[src/rtl/sadc_pkg.sv]
package sadc_pkg;

  typedef enum logic [1:0] {
    OP_CONV  = 2'd0,
    OP_PDOWN = 2'd1,
    OP_WAKE  = 2'd2,
    OP_RSVD  = 2'd3
  } sadc_op_e;

  typedef enum logic [1:0] {
    ST_IDLE  = 2'd0,
    ST_FRAME = 2'd1,
    ST_QUIET = 2'd2
  } sadc_st_e;

  typedef enum logic [1:0] {
    FK_CONV  = 2'd0,
    FK_PDOWN = 2'd1,
    FK_DUMMY = 2'd2,
    FK_WAKE  = 2'd3
  } sadc_kind_e;

endpackage

[src/rtl/sadc_clkdiv.sv]
module sadc_clkdiv #(
  parameter int DIV_W = 8
) (
  input  logic             clk,
  input  logic             rst_n,
  input  logic             en,
  input  logic [DIV_W-1:0] half_m1,
  output logic             tick
);

  logic [DIV_W-1:0] cnt_q, cnt_d;

  always_comb begin
    tick  = en && (cnt_q == half_m1);
    cnt_d = cnt_q;
    if (!en || tick) begin
      cnt_d = '0;
    end else begin
      cnt_d = cnt_q + 1'b1;
    end
  end

  always_ff @(posedge clk or negedge rst_n) begin
    if (!rst_n) begin
      cnt_q <= '0;
    end else begin
      cnt_q <= cnt_d;
    end
  end

  AST_DIV_IN_RANGE: assert property (@(posedge clk) disable iff (!rst_n)
    en |-> (cnt_q <= half_m1));

endmodule

[src/rtl/sadc_capture.sv]
module sadc_capture #(
  parameter int DATA_W = 12
) (
  input  logic              clk,
  input  logic              rst_n,
  input  logic              clr,
  input  logic              shift_en,
  input  logic              din,
  output logic              lead_bit,
  output logic [DATA_W-1:0] field
);

  localparam int SH_W = DATA_W + 1;

  logic [SH_W-1:0] sh_q, sh_d;

  always_comb begin
    sh_d = sh_q;
    if (clr) begin
      sh_d = '0;
    end else if (shift_en) begin
      sh_d = {sh_q[SH_W-2:0], din};
    end
  end

  always_ff @(posedge clk or negedge rst_n) begin
    if (!rst_n) begin
      sh_q <= '0;
    end else begin
      sh_q <= sh_d;
    end
  end

  assign lead_bit = sh_q[SH_W-1];
  assign field    = sh_q[DATA_W-1:0];

  AST_CLR_SHIFT_EXCL: assert property (@(posedge clk) disable iff (!rst_n)
    !(clr && shift_en));

endmodule

[src/rtl/sadc_ctrl.sv]
module sadc_ctrl
  import sadc_pkg::*;
#(
  parameter int DIV_W      = 8,
  parameter int DATA_W     = 12,
  parameter int FRAME_CLKS = 16,
  parameter int PD_EDGE    = 4,
  parameter int QUIET_CYC  = 3
) (
  input  logic              clk,
  input  logic              rst_n,
  input  logic              cmd_valid,
  input  logic [1:0]        cmd_op,
  input  logic [DIV_W-1:0]  clk_div,
  output logic              cmd_ready,
  output logic              busy,
  output logic              pwr_down,
  output logic              cs_n,
  output logic              sclk,
  output logic              div_en,
  output logic [DIV_W-1:0]  div_val,
  input  logic              tick,
  output logic              cap_clr,
  output logic              cap_en,
  input  logic              lead_bit,
  input  logic [DATA_W-1:0] field,
  output logic              res_valid,
  input  logic              res_ready,
  output logic [DATA_W-1:0] res_data,
  output logic              res_ok,
  output logic              res_err
);

  localparam int CNT_W = $clog2(FRAME_CLKS + 1);
  localparam int QW    = $clog2(QUIET_CYC + 1);
  localparam logic [CNT_W-1:0] FULL_N  = CNT_W'(FRAME_CLKS);
  localparam logic [CNT_W-1:0] ABORT_N = CNT_W'(PD_EDGE);
  localparam logic [CNT_W-1:0] CAP_N   = CNT_W'(DATA_W + 1);
  localparam logic [QW-1:0]    Q_LAST  = QW'(QUIET_CYC - 1);

  sadc_st_e         st_q, st_d;
  sadc_kind_e       kind_q, kind_d;
  logic             cs_q, cs_d;
  logic             sclk_q, sclk_d;
  logic [CNT_W-1:0] fall_q, fall_d;
  logic [QW-1:0]    qcnt_q, qcnt_d;
  logic             chain_q, chain_d;
  logic             pd_q, pd_d;
  logic [DIV_W-1:0] div_q, div_d;
  logic             rv_q, rv_d;
  logic [DATA_W-1:0] rd_q, rd_d;
  logic             rok_q, rok_d;
  logic             rerr_q, rerr_d;

  logic             accept, start, in_frame, at_end;
  logic [CNT_W-1:0] end_n;
  sadc_op_e         op;

  always_comb begin
    op        = sadc_op_e'(cmd_op);
    in_frame  = (st_q == ST_FRAME);
    cmd_ready = (st_q == ST_IDLE) && !rv_q;
    accept    = cmd_valid && cmd_ready;
    end_n     = (kind_q == FK_PDOWN) ? ABORT_N : FULL_N;
    at_end    = in_frame && tick && !sclk_q && (fall_q == end_n);
    cap_en    = in_frame && tick && !sclk_q && (fall_q != end_n) && (fall_q < CAP_N);
    div_en    = in_frame;
  end

  always_comb begin
    st_d    = st_q;
    kind_d  = kind_q;
    cs_d    = cs_q;
    sclk_d  = sclk_q;
    fall_d  = fall_q;
    qcnt_d  = qcnt_q;
    chain_d = chain_q;
    pd_d    = pd_q;
    div_d   = div_q;
    rv_d    = rv_q;
    rd_d    = rd_q;
    rok_d   = rok_q;
    rerr_d  = rerr_q;
    start   = 1'b0;

    if (rv_q && res_ready) begin
      rv_d = 1'b0;
    end

    unique case (st_q)
      ST_IDLE: begin
        if (accept) begin
          div_d = clk_div;
          unique case (op)
            OP_CONV: begin
              start   = 1'b1;
              kind_d  = pd_q ? FK_DUMMY : FK_CONV;
              chain_d = pd_q;
            end
            OP_PDOWN: begin
              if (!pd_q) begin
                start  = 1'b1;
                kind_d = FK_PDOWN;
              end
            end
            OP_WAKE: begin
              if (pd_q) begin
                start  = 1'b1;
                kind_d = FK_WAKE;
              end
            end
            default: ;
          endcase
        end
      end
      ST_FRAME: begin
        if (tick) begin
          if (sclk_q) begin
            sclk_d = 1'b0;
            fall_d = fall_q + 1'b1;
          end else if (at_end) begin
            cs_d   = 1'b1;
            st_d   = ST_QUIET;
            qcnt_d = '0;
            unique case (kind_q)
              FK_CONV: begin
                rv_d   = 1'b1;
                rd_d   = field;
                rok_d  = 1'b1;
                rerr_d = lead_bit;
              end
              FK_WAKE: begin
                rv_d   = 1'b1;
                rd_d   = field;
                rok_d  = 1'b0;
                rerr_d = lead_bit;
                pd_d   = 1'b0;
              end
              FK_DUMMY: pd_d = 1'b0;
              FK_PDOWN: pd_d = 1'b1;
              default: ;
            endcase
          end else begin
            sclk_d = 1'b1;
          end
        end
      end
      ST_QUIET: begin
        if (qcnt_q == Q_LAST) begin
          if (chain_q) begin
            start   = 1'b1;
            kind_d  = FK_CONV;
            chain_d = 1'b0;
          end else begin
            st_d = ST_IDLE;
          end
        end else begin
          qcnt_d = qcnt_q + 1'b1;
        end
      end
      default: st_d = ST_IDLE;
    endcase

    if (start) begin
      st_d   = ST_FRAME;
      cs_d   = 1'b0;
      sclk_d = 1'b0;
      fall_d = '0;
    end
    cap_clr = start;
  end

  always_ff @(posedge clk or negedge rst_n) begin
    if (!rst_n) begin
      st_q    <= ST_IDLE;
      kind_q  <= FK_CONV;
      cs_q    <= 1'b1;
      sclk_q  <= 1'b0;
      fall_q  <= '0;
      qcnt_q  <= '0;
      chain_q <= 1'b0;
      pd_q    <= 1'b0;
      div_q   <= '0;
      rv_q    <= 1'b0;
      rd_q    <= '0;
      rok_q   <= 1'b0;
      rerr_q  <= 1'b0;
    end else begin
      st_q    <= st_d;
      kind_q  <= kind_d;
      cs_q    <= cs_d;
      sclk_q  <= sclk_d;
      fall_q  <= fall_d;
      qcnt_q  <= qcnt_d;
      chain_q <= chain_d;
      pd_q    <= pd_d;
      div_q   <= div_d;
      rv_q    <= rv_d;
      rd_q    <= rd_d;
      rok_q   <= rok_d;
      rerr_q  <= rerr_d;
    end
  end

  assign busy      = (st_q != ST_IDLE);
  assign pwr_down  = pd_q;
  assign cs_n      = cs_q;
  assign sclk      = sclk_q;
  assign div_val   = div_q;
  assign res_valid = rv_q;
  assign res_data  = rd_q;
  assign res_ok    = rok_q;
  assign res_err   = rerr_q;

  AST_CS_IMPLIES_BUSY: assert property (@(posedge clk) disable iff (!rst_n)
    !cs_q |-> busy);
  AST_SCLK_LOW_DESEL: assert property (@(posedge clk) disable iff (!rst_n)
    cs_q |-> !sclk_q);
  AST_FULL_FRAME: assert property (@(posedge clk) disable iff (!rst_n)
    ($rose(cs_q) && kind_q != FK_PDOWN) |-> (fall_q == FULL_N));
  AST_PD_WINDOW: assert property (@(posedge clk) disable iff (!rst_n)
    ($rose(cs_q) && kind_q == FK_PDOWN) |-> (fall_q >= CNT_W'(2) && fall_q < CNT_W'(10)));
  AST_RES_HOLD: assert property (@(posedge clk) disable iff (!rst_n)
    (rv_q && !res_ready) |=> (rv_q && $stable(rd_q) && $stable(rok_q) && $stable(rerr_q)));
  AST_NO_CMD_WHEN_BUSY: assert property (@(posedge clk) disable iff (!rst_n)
    busy |-> !cmd_ready);
  AST_QUIET_BEFORE_FRAME: assert property (@(posedge clk) disable iff (!rst_n)
    ($fell(cs_q) && $past(st_q) == ST_QUIET) |-> ($past(qcnt_q) == Q_LAST));

endmodule

[src/rtl/sadc_rdctl.sv]
module sadc_rdctl #(
  parameter int DIV_W      = 8,
  parameter int DATA_W     = 12,
  parameter int FRAME_CLKS = 16,
  parameter int PD_EDGE    = 4,
  parameter int QUIET_CYC  = 3
) (
  input  logic              clk,
  input  logic              rst_n,
  input  logic [DIV_W-1:0]  clk_div,
  input  logic              cmd_valid,
  input  logic [1:0]        cmd_op,
  output logic              cmd_ready,
  output logic              busy,
  output logic              pwr_down,
  output logic              adc_cs_n,
  output logic              adc_sclk,
  input  logic              adc_sdata,
  output logic              res_valid,
  input  logic              res_ready,
  output logic [DATA_W-1:0] res_data,
  output logic              res_sample_ok,
  output logic              res_frame_err
);

  logic              div_en, tick, cap_clr, cap_en, lead_bit;
  logic [DIV_W-1:0]  div_val;
  logic [DATA_W-1:0] field;

  sadc_clkdiv #(.DIV_W(DIV_W)) u_div (
    .clk     (clk),
    .rst_n   (rst_n),
    .en      (div_en),
    .half_m1 (div_val),
    .tick    (tick)
  );

  sadc_capture #(.DATA_W(DATA_W)) u_cap (
    .clk      (clk),
    .rst_n    (rst_n),
    .clr      (cap_clr),
    .shift_en (cap_en),
    .din      (adc_sdata),
    .lead_bit (lead_bit),
    .field    (field)
  );

  sadc_ctrl #(
    .DIV_W      (DIV_W),
    .DATA_W     (DATA_W),
    .FRAME_CLKS (FRAME_CLKS),
    .PD_EDGE    (PD_EDGE),
    .QUIET_CYC  (QUIET_CYC)
  ) u_ctrl (
    .clk       (clk),
    .rst_n     (rst_n),
    .cmd_valid (cmd_valid),
    .cmd_op    (cmd_op),
    .clk_div   (clk_div),
    .cmd_ready (cmd_ready),
    .busy      (busy),
    .pwr_down  (pwr_down),
    .cs_n      (adc_cs_n),
    .sclk      (adc_sclk),
    .div_en    (div_en),
    .div_val   (div_val),
    .tick      (tick),
    .cap_clr   (cap_clr),
    .cap_en    (cap_en),
    .lead_bit  (lead_bit),
    .field     (field),
    .res_valid (res_valid),
    .res_ready (res_ready),
    .res_data  (res_data),
    .res_ok    (res_sample_ok),
    .res_err   (res_frame_err)
  );

endmodule

[config.mk]
export PLATFORM = sky130hd
export DESIGN_NAME = sadc_rdctl
export DESIGN_NICKNAME = d
export VERILOG_FILES = /design/src/rtl/sadc_pkg.sv /design/src/rtl/sadc_clkdiv.sv /design/src/rtl/sadc_capture.sv /design/src/rtl/sadc_ctrl.sv /design/src/rtl/sadc_rdctl.sv
export SDC_FILE = /design/constraint.sdc
export NUM_CORES = 1
export LEC_CHECK = 0
export ABC_CLOCK_PERIOD_IN_PS = 2400
export BUFFER_PORTS_ARGS = -buffer_cell sky130_fd_sc_hd__buf_2
export CORE_UTILIZATION = 50
export CTS_CLUSTER_DIAMETER = 80
export DETAILED_ROUTE_END_ITERATION = 16
export PLACE_DENSITY_LB_ADDON = 0.3
export RECOVER_POWER = 100
export SYNTH_ARGS = -nofsm -noshare
export SYNTH_HDL_FRONTEND = slang
export SYNTH_SLANG_ARGS = --single-unit
[constraint.sdc]
create_clock -name clk -period 2.4 [get_ports clk]
set_input_delay 0.48 -clock clk [delete_from_list [all_inputs] [get_ports clk]]
set_output_delay 0.48 -clock clk [all_outputs]
set_load 0.01 [all_outputs]
After elaboration in Yosys (flattened, before gate mapping)
Cells that the tools add are included.
{"block": "word_totals", "regBits": 59, "input_bits": 15, "wordCells": 145}
{"block": "op_classes", "n_addsub": 3, "order_cmp": 1, "eq_ne": 29, "n_mux": 57, "bitwise_logic": 1, "reduce_logical": 39}
{"cell": "2-bit two-way mux", "count": 16}
{"cell": "13-bit two-way mux", "count": 2}
{"cell": "5-bit two-way mux", "count": 5}
{"cell": "1-bit two-way mux", "count": 24}
{"cell": "5-bit AND reduction", "count": 4}
{"cell": "2-bit nonzero test", "count": 10}
{"cell": "3-bit by 2-bit != test with 1-bit output (second input constant)", "count": 4}
{"cell": "2-bit one-hot mux with 3 select lines", "count": 2}
{"cell": "2-bit equality test (second input constant)", "count": 5}
{"cell": "2-bit by 1-bit != test with 1-bit output (second input constant)", "count": 5}
{"cell": "2-bit != test (second input constant)", "count": 5}
{"cell": "1-bit logical AND", "count": 9}
{"cell": "3-bit != test (second input constant)", "count": 3}
{"cell": "8-bit by 1-bit adder with 8-bit output (second input constant)", "count": 1}
{"cell": "8-bit equality test", "count": 1}
{"cell": "8-bit two-way mux", "count": 1}
{"cell": "1-bit one-hot mux with 2 select lines", "count": 4}
{"cell": "2-bit one-hot mux with 2 select lines", "count": 2}
{"cell": "4-bit AND reduction", "count": 2}
{"cell": "7-bit AND reduction", "count": 1}
{"cell": "2-bit by 1-bit equality test with 1-bit output (second input constant)", "count": 3}
{"cell": "2-bit zero test", "count": 3}
{"cell": "6-bit AND reduction", "count": 1}
{"cell": "5-bit by 1-bit adder with 5-bit output (second input constant)", "count": 1}
{"cell": "other kinds (12)", "count": 16}

Longest topological paths before layout
Gate-level depths: netlist of the first run.
{"block": "logic_depth", "word_depth": 10, "ltp_mapped": 8}

Hierarchy
A second synthesis of the first run with hierarchy kept.
{"block": "unflattened", "cells_unflattened": 267, "area_unflattened_um2": 2994.1}
{"module": "sadc_ctrl", "n_inst": 1, "cells_each": 179, "area_each_um2": 1954.4, "seq_area_each_um2": 952.2}
{"module": "sadc_capture", "n_inst": 1, "cells_each": 42, "area_each_um2": 539.3, "seq_area_each_um2": 325.3}
{"module": "sadc_clkdiv", "n_inst": 1, "cells_each": 46, "area_each_um2": 500.5, "seq_area_each_um2": 200.2}

Least setup slack after synthesis of the first run
OpenSTA, ideal clock, no wires.
{"block": "synth_timing", "path_kind": "register -> register", "start": "reg u_ctrl.kind_q[0]", "end": "reg u_ctrl.rd_q[10] (netlist: u_ctrl.res_data[10])", "setup_time_ps": 125, "arrival_time_ps": 1876, "required_ps": 2275, "setup_slack_ps": 399, "path_stages_with_launch": 7, "path_cell_list": "dfrtp_1 ha_1 nor3b_2 o21ai_2 nor4_4 buf_6 mux2_4"}
{"block": "synth_via", "elab_chain_cells": 5, "word_cells_on_any_way": 8, "cone_classes": "eq/ne (3); mux (1); reduce/logical (4)"}
{"element": "start: declaration", "line": "sadc_ctrl.sv:42", "rtl": "sadc_kind_e kind_q, kind_d;"}
{"element": "start signal: assignment", "line": "sadc_ctrl.sv:190", "rtl": "kind_q <= kind_d;"}
{"element": "2-bit by 1-bit equality test with 1-bit output", "line": "sadc_ctrl.sv:64", "rtl": "end_n = (kind_q == FK_PDOWN) ? ABORT_N : FULL_N;"}
{"element": "5-bit two-way mux", "line": "sadc_ctrl.sv:64"}
{"element": "named net u_ctrl.end_n[2]", "line": "sadc_ctrl.sv:56", "rtl": "logic [CNT_W-1:0] end_n;"}
{"element": "5-bit equality test", "line": "sadc_ctrl.sv:65", "rtl": "at_end = in_frame && tick && !sclk_q && (fall_q == end_n);"}
{"element": "1-bit logical AND", "line": "sadc_ctrl.sv:65"}
{"element": "5-bit AND reduction (no source line)"}
{"element": "end signal: assignment", "line": "sadc_ctrl.sv:199", "rtl": "rd_q <= rd_d;"}
{"element": "end: declaration", "line": "sadc_ctrl.sv:51", "rtl": "logic [DATA_W-1:0] rd_q, rd_d;"}
The timed path passes the listed nets, and every way through them passes these cells.
A chain may end at the register's enable or synchronous reset.

Worst setup path in the final report of the first run
{"block": "layout_timing", "start": "reg u_ctrl.qcnt_q[0]", "end": "reg u_cap.sh_q[6]"}
{"block": "layout_via", "elab_chain_cells": 4, "word_cells_on_any_way": 5, "cone_classes": "eq/ne (1); mux (3); reduce/logical (1)"}
{"element": "start: declaration", "line": "sadc_ctrl.sv:46", "rtl": "logic [QW-1:0] qcnt_q, qcnt_d;"}
{"element": "start signal: assignment", "line": "sadc_ctrl.sv:194", "rtl": "qcnt_q <= qcnt_d;"}
{"element": "2-bit equality test (*)", "line": "sadc_ctrl.sv:149", "rtl": "if (qcnt_q == Q_LAST) begin"}
{"element": "1-bit two-way mux (*)", "line": "sadc_ctrl.sv:149"}
{"element": "1-bit one-hot mux with 2 select lines (*)", "line": "sadc_ctrl.sv:90", "rtl": "unique case (st_q)"}
{"element": "13-bit two-way mux / 2-bit nonzero test (equally long branches)"}
{"element": "end signal: assignment", "line": "sadc_capture.sv:28", "rtl": "sh_q <= '0;"}
{"element": "end signal: assignment", "line": "sadc_capture.sv:30", "rtl": "sh_q <= sh_d;"}
{"element": "end: declaration", "line": "sadc_capture.sv:15", "rtl": "logic [SH_W-1:0] sh_q, sh_d;"}
Every way passes the cells marked *; elsewhere a longest branch is shown, timed or not.

==> results.json, run 1 <==
{
  "max_freq_mhz": 473,
  "grt_usage": 0.195,
  "place.gp.congestion": 0.803,
  "clkTransAtPathRegs_ns": 0.07,
  "yosys-top-cells-area": "dfrtp_1 (46%), mux2i_1 (6.9%), ha_1 (5.1%), mux2_2 (5.0%), xnor2_2 (4.1%)",
  "die_area_mm2": 0.00666,
  "endpoint_kind": "register",
  "hold_violations": 0,
  "critPathKind": "reg2reg",
  "yosysWarnings": 0,
  "drt-initial-drc-count": 113,
  "cts_buffers": 9,
  "status": "complete, no violations",
  "drive_gt1_frac": 0.207,
  "die_x_um": 81.6,
  "rsz0062_at_grt": "false",
  "p_seq_frac": 0.507,
  "arrival_ns": 2.37,
  "initial_core_util": 0.526,
  "antenna_found_initial": 0,
  "port_buffers": 34,
  "num_antenna_cells": 0,
  "clk_latency_ns": 0.34,
  "dr_wl_met2_um": 2720,
  "synth_top_area_share": 0.458,
  "cp_num_buf_inv": 2,
  "htree_levels": 3,
  "synth-main-ff-cell": "dfrtp_1",
  "slew_headroom": 0.0993,
  "highest_layer": "met4",
  "core_mm2": 0.00603,
  "p_clk_frac": 0.467,
  "p_int_uw": 1550,
  "ys_ff_latch": 59,
  "setup_viol": 0,
  "layout.nets": 342,
  "die_h_um": 81.6,
  "finClkSkew_ns": 0.0132,
  "critPathLaunchType": "register",
  "yosysTopAreaCell": "dfrtp_1",
  "cts_setup_buffers": 0,
  "routed_via_density": 5.49,
  "wl_met1_um": 2770,
  "multi_input_area_mm2": 0.00155,
  "cts_resized": 0,
  "post_drt_wl_per_cell_um": 14.8,
  "ys_types": 50,
  "p_comb_frac": 0.026,
  "synth_area_mm2": 0.00317,
  "crit_slowest_cell": "clkbuf_2",
  "seq_area_mm2": 0.00148,
  "fill_cells": 528,
  "swShare": 0.215,
  "cp_data_required_time_ns": 2.66,
  "ir_drop_uv": 442,
  "ctsHoldBuffers": 0,
  "tns_ns": 0,
  "netlist_instances": 273,
  "num_io_pins": 35,
  "avgSynthCellArea_um2": 11.6,
  "dp.final_hpwl_um": 4150,
  "grt_start_max_net_pins": 38,
  "finalCritPeriodShare": 0.881,
  "cp_max_fo": 25,
  "overflow": 0,
  "grt_pass1_wl_um": 9610,
  "clockBufferDepth": 2,
  "rows": 28,
  "drv_cap": 0,
  "finalMaxSlewViolations": 0,
  "hp-class": "in2reg",
  "antenna_left": 0,
  "power.leakage_uw": 0.00171,
  "wl_met3_um": 267,
  "cts_tree": "yes",
  "cp_top_family": "buffers and inverters",
  "wl_um": 5820,
  "yosysSeqAreaShare": 0.466,
  "synth_enable_flop_cells": 0,
  "layout_min_cycle_time_ns": 2.11,
  "clkSinkCount": 59,
  "crit_chain": "inv_1 -> ha_1 -> and3_1 -> a21oi_1 -> clkbuf_2 -> nand2_1 -> mux2i_1",
  "first_pass_iters": 4,
  "grt_pass1_vias": 2067,
  "synth_nets": 301,
  "switchingPower_uw": 425,
  "pwr_density_cell_mw_per_mm2": 549,
  "tightest_slew_ns": 1.35,
  "cts_root_buffer": "clkbuf_8",
  "critPathMaxStageDelay_ns": 0.48,
  "holdWs_ns": 0.371,
  "synthToLayoutAreaGrowth_pct": 13.7,
  "vias": 2163,
  "async_reset_ff_frac": 1.00,
  "route.detailed.drc": 0
}
==> registers in the layout, summed over array words and instances, names as in the netlist, 2 cells and up <==
| signal | count |
|---|---|
| u_ctrl.st_q | 2 |
| u_div.cnt_q | 8 |
| u_ctrl.res_data | 12 |
| u_ctrl.qcnt_q | 2 |
| u_ctrl.kind_q | 2 |
| u_ctrl.fall_q | 5 |
| u_ctrl.div_val | 8 |
| u_cap.sh_q | 13 |
==> worst reg2reg max path, cell delays in order, from the launching register on <==
cell and delay (ns):
dfrtp_1 0.43, inv_1 0.07, ha_1 0.24, and3_1 0.22
a21oi_1 0.25, clkbuf_2 0.48, nand2_1 0.17, mux2i_1 0.18
==> per-layer routing <==
layer / up-vias / global-route usage
li1: 1057 / -
met1: 1055 / 0.277
met2: 42 / 0.284
met3: 9 / 0.0533
met4: 0 / 0.0737
met5: - / 0
==> worst paths after layout <==
kind                            cells after the start                           start                              to  slack (ns)
max in group asynchronous                           2                           rst_n         u_ctrl.cs_n$_DFFE_PN1P_        1.08
min in group asynchronous                           1                           rst_n  u_ctrl.res_data[6]$_DFFE_PN0P_        0.42
worst max register to register                      7    u_ctrl.qcnt_q[0]$_DFFE_PN0P_       u_cap.sh_q[6]$_DFFE_PN0P_        0.29
worst min-delay path                                2                      clk_div[3]   u_ctrl.div_val[3]$_DFFE_PN0P_        0.37
worst max-delay path                                7    u_ctrl.qcnt_q[0]$_DFFE_PN0P_       u_cap.sh_q[6]$_DFFE_PN0P_        0.29
worst min register to register                      1  u_ctrl.res_data[8]$_DFFE_PN0P_  u_ctrl.res_data[8]$_DFFE_PN0P_        0.49
==> layout by cell type, fill, tap and decap left out, drive strengths merged, types with 5 or more instances in the layout <==
master  count
xor2        5
o211ai      5
nor2       12
nand4       7
buf        19
nand2b      5
nand3      10
mux2       22
dfrtp      58
ha         13
mux2i      22
o21ai       6
nor4        6
nand2      24
xnor2       9
clkbuf     34
inv        16
==> kinds of logic after synthesis <==
family | count (synthesis) | synth area share
XOR/XNOR | 14 | 0.0576
buffers and inverters | 27 | 0.0355
flip-flops | 59 | 0.466
AO/OA/AOI/OAI | 34 | 0.0758
adder cells (fa/ha/maj) | 13 | 0.0513
multiplexers | 44 | 0.157
AND/OR/NAND/NOR | 82 | 0.157
==> Yosys cell counts, types with 8 or more instances <==
library cell,instances
nand2_1,24
clkbuf_1,8
mux2i_1,22
nor2_1,12
dfrtp_1,58
ha_1,13
mux2_2,14
inv_1,16
nand3_1,10
xnor2_2,8
mux2_4,8
==> stage by stage <==
stage | worst slack (ns) | area (um2) | total power, uW | utilization | instances
global placement | 0.428 | 3460 | 1070 | 0.574 | 378
floorplan | 0.399 | 3170 | 1030 | - | 273
detailed placement | 0.345 | 3460 | 1070 | 0.574 | 378
global route | 0.0889 | 3600 | 2050 | 0.598 | 394
CTS | 0.353 | 3660 | 2000 | 0.608 | 394
finish | 0.286 | 3600 | 1980 | 0.598 | 394
==> power groups by stage <==
stage	sequential, uW	clock, uW	combinational [uW]
floorplan	1020	0	14.6
detailed placement	1020	0	53.5
global route	1000	985	60.3
finish	1000	924	51.2
CTS	1000	942	53.6
global placement	1020	0	51.9
==> layout make-up <==
class,instances,area share
multi-input cells,187,0.430
flip-flops and latches,59,0.410
repair buffers,41,0.0604
clock buffers,12,0.0431
well taps,75,0.0260
inverters,16,0.0167
clock inverters,4,0.0135
Note: power is estimated with default switching activity, not from simulation.
==> run 2, diff against run 1 <==
--- a/config.mk
+++ b/config.mk
@@ -10,6 +10,7 @@
 export CORE_UTILIZATION = 50
 export CTS_CLUSTER_DIAMETER = 80
 export DETAILED_ROUTE_END_ITERATION = 16
+export MAX_ROUTING_LAYER = met4
 export PLACE_DENSITY_LB_ADDON = 0.3
 export RECOVER_POWER = 100
 export SYNTH_ARGS = -nofsm -noshare
==> results.json, run 2 (synthesized netlist as in run 1, its figures left out) <==
{
  "status": "complete, no violations",
  "antenna_left": 0,
  "die_x_um": 81.6,
  "cts_setup_buffers": 0,
  "finalCritPeriodShare": 0.888,
  "hp-class": "in2reg",
  "max_freq_mhz": 469,
  "overflow": 0,
  "ff2ff_setup_slack_ns": 0.27,
  "finalMaxSlewViolations": 0,
  "slew_headroom": 0.107,
  "rsz0062_at_grt": "false",
  "layout.nets": 342,
  "clkTransAtPathRegs_ns": 0.07,
  "layout_min_cycle_time_ns": 2.13,
  "drt-initial-drc-count": 111,
  "cp_num_buf_inv": 2,
  "die_h_um": 81.6,
  "cts_root_buffer": "clkbuf_8",
  "hold_start": "clk_div[3]",
  "p_seq_frac": 0.507,
  "grt_start_max_net_pins": 38,
  "num_antenna_cells": 0,
  "first_pass_iters": 4,
  "grt_pass1_vias": 2068,
  "path_depth": 7,
  "p_clk_frac": 0.467,
  "drive_gt1_frac": 0.207,
  "timing.rr.end": "u_cap.sh_q[6]$_DFFE_PN0P_",
  "antenna_found_initial": 0,
  "tightest_slew_ns": 1.34,
  "power.leakage_uw": 0.00171,
  "critPathCapture": "u_cap.sh_q[6]$_DFFE_PN0P_",
  "htree_levels": 3,
  "route.detailed.drc": 0,
  "finClkSkew_ns": 0.0136,
  "cts_buffers": 9,
  "hold_depth": 2,
  "port_buffers": 34,
  "fin_util": 0.598,
  "crit_chain": "inv_1 -> ha_1 -> and3_1 -> a21oi_1 -> clkbuf_2 -> nand2_1 -> mux2i_1",
  "pwr_density_cell_mw_per_mm2": 548,
  "routed_via_density": 5.49,
  "clockBufferDepth": 2,
  "crit_slowest_cell": "clkbuf_2",
  "synthToLayoutAreaGrowth_pct": 13.7,
  "regMostFlops": "u_cap.sh_q",
  "initial_core_util": 0.526,
  "die_area_mm2": 0.00666,
  "cp_top_family": "buffers and inverters",
  "ctsHoldBuffers": 0,
  "tns_ns": 0,
  "rows": 28,
  "grtUsageMet3": 0.0511,
  "drv_cap": 0,
  "hold_violations": 0,
  "ir_drop_uv": 442,
  "cp_data_required_time_ns": 2.66,
  "layout_commonest_cell": "dfrtp_1",
  "busiest_layer": "met2",
  "critPathMaxStageDelay_ns": 0.49,
  "swShare": 0.214,
  "p_int_uw": 1550,
  "clkSinkCount": 59,
  "clk_latency_ns": 0.34,
  "endpoint_kind": "register",
  "setup_viol": 0,
  "arrival_ns": 2.39,
  "switchingPower_uw": 423,
  "grt_usage": 0.201,
  "grtUsageMet1": 0.278,
  "regToRegStartpoint": "u_ctrl.qcnt_q[0]$_DFFE_PN0P_",
  "cp_max_fo": 25,
  "dp.final_hpwl_um": 4150,
  "num_io_pins": 35,
  "p_comb_frac": 0.026,
  "wl_um": 5820,
  "mostFrequentLayoutCells": "dfrtp_1 (58), nand2_1 (24), mux2i_1 (22)",
  "largest_register_ffs": 13,
  "critPathKind": "reg2reg",
  "reg2reg_depth": 7,
  "place.gp.congestion": 0.814,
  "critPathLaunchType": "register",
  "vias": 2162,
  "use_met2": 0.284,
  "startpoint": "u_ctrl.qcnt_q[0]$_DFFE_PN0P_",
  "cts_tree": "yes",
  "core_mm2": 0.00603,
  "grt_pass1_wl_um": 9630,
  "post_drt_wl_per_cell_um": 14.8,
  "cts_resized": 0,
  "fill_cells": 528
}
==> run 2: area by class of cell <==
| cell class | count | area (um2) | area share |
|---|---|---|---|
| multi-input combinational | 187 | 1550 | 0.430 |
| sequential | 59 | 1480 | 0.410 |
| timing repair buffer | 41 | 218 | 0.0604 |
| clock buffer | 12 | 155 | 0.0431 |
| tap | 75 | 93.8 | 0.0260 |
| inverter | 16 | 60.1 | 0.0167 |
| clock inverter | 4 | 48.8 | 0.0135 |
==> run 2: worst min path at each step <==
stage | end | slack (ns)
2_1_floorplan | u_cap.sh_q[0]$_DFFE_PN0P_ | 0.18
3_3_place_gp | u_ctrl.res_data[2]$_DFFE_PN0P_ | 0.48
3_5_place_dp | u_ctrl.res_data[8]$_DFFE_PN0P_ | 0.49
4_1_cts | u_ctrl.res_data[6]$_DFFE_PN0P_ | 0.14
5_1_grt | u_ctrl.div_val[2]$_DFFE_PN0P_ | 0.36
6_report | u_ctrl.div_val[3]$_DFFE_PN0P_ | 0.37
==> run 2: power groups by stage <==
| stage | logic (uW) | clock network, uW | registers, uW |
|---|---|---|---|
| 4_1_cts | 53.6 | 942 | 1000 |
| 3_3_place_gp | 51.9 | 0 | 1020 |
| 6_report | 51.1 | 922 | 1000 |
| 5_1_grt | 60.3 | 985 | 1000 |
| 3_5_place_dp | 53.5 | 0 | 1020 |
| 2_1_floorplan | 14.6 | 0 | 1020 |
==> run 2: stage by stage <==
step / worst slack, ns / instance area (um2) / total power (uW) / instances / hold WS, ns
finish: 0.268 / 3600 / 1980 / 394 / 0.374
CTS: 0.353 / 3660 / 2000 / 394 / 0.136
global route: 0.0889 / 3600 / 2050 / 394 / 0.363
detailed placement: 0.345 / 3460 / 1070 / 378 / 0.490
global placement: 0.428 / 3460 / 1070 / 378 / 0.480
floorplan: 0.399 / 3170 / 1030 / 273 / 0.184
==> run 2: per-layer routing <==
metal	vias up	share of wire	wire, um
met5	-	0	0
met4	0	0.012	68
met3	8	0.044	254
met2	48	0.47	2730
met1	1051	0.48	2770
li1	1055	-	-
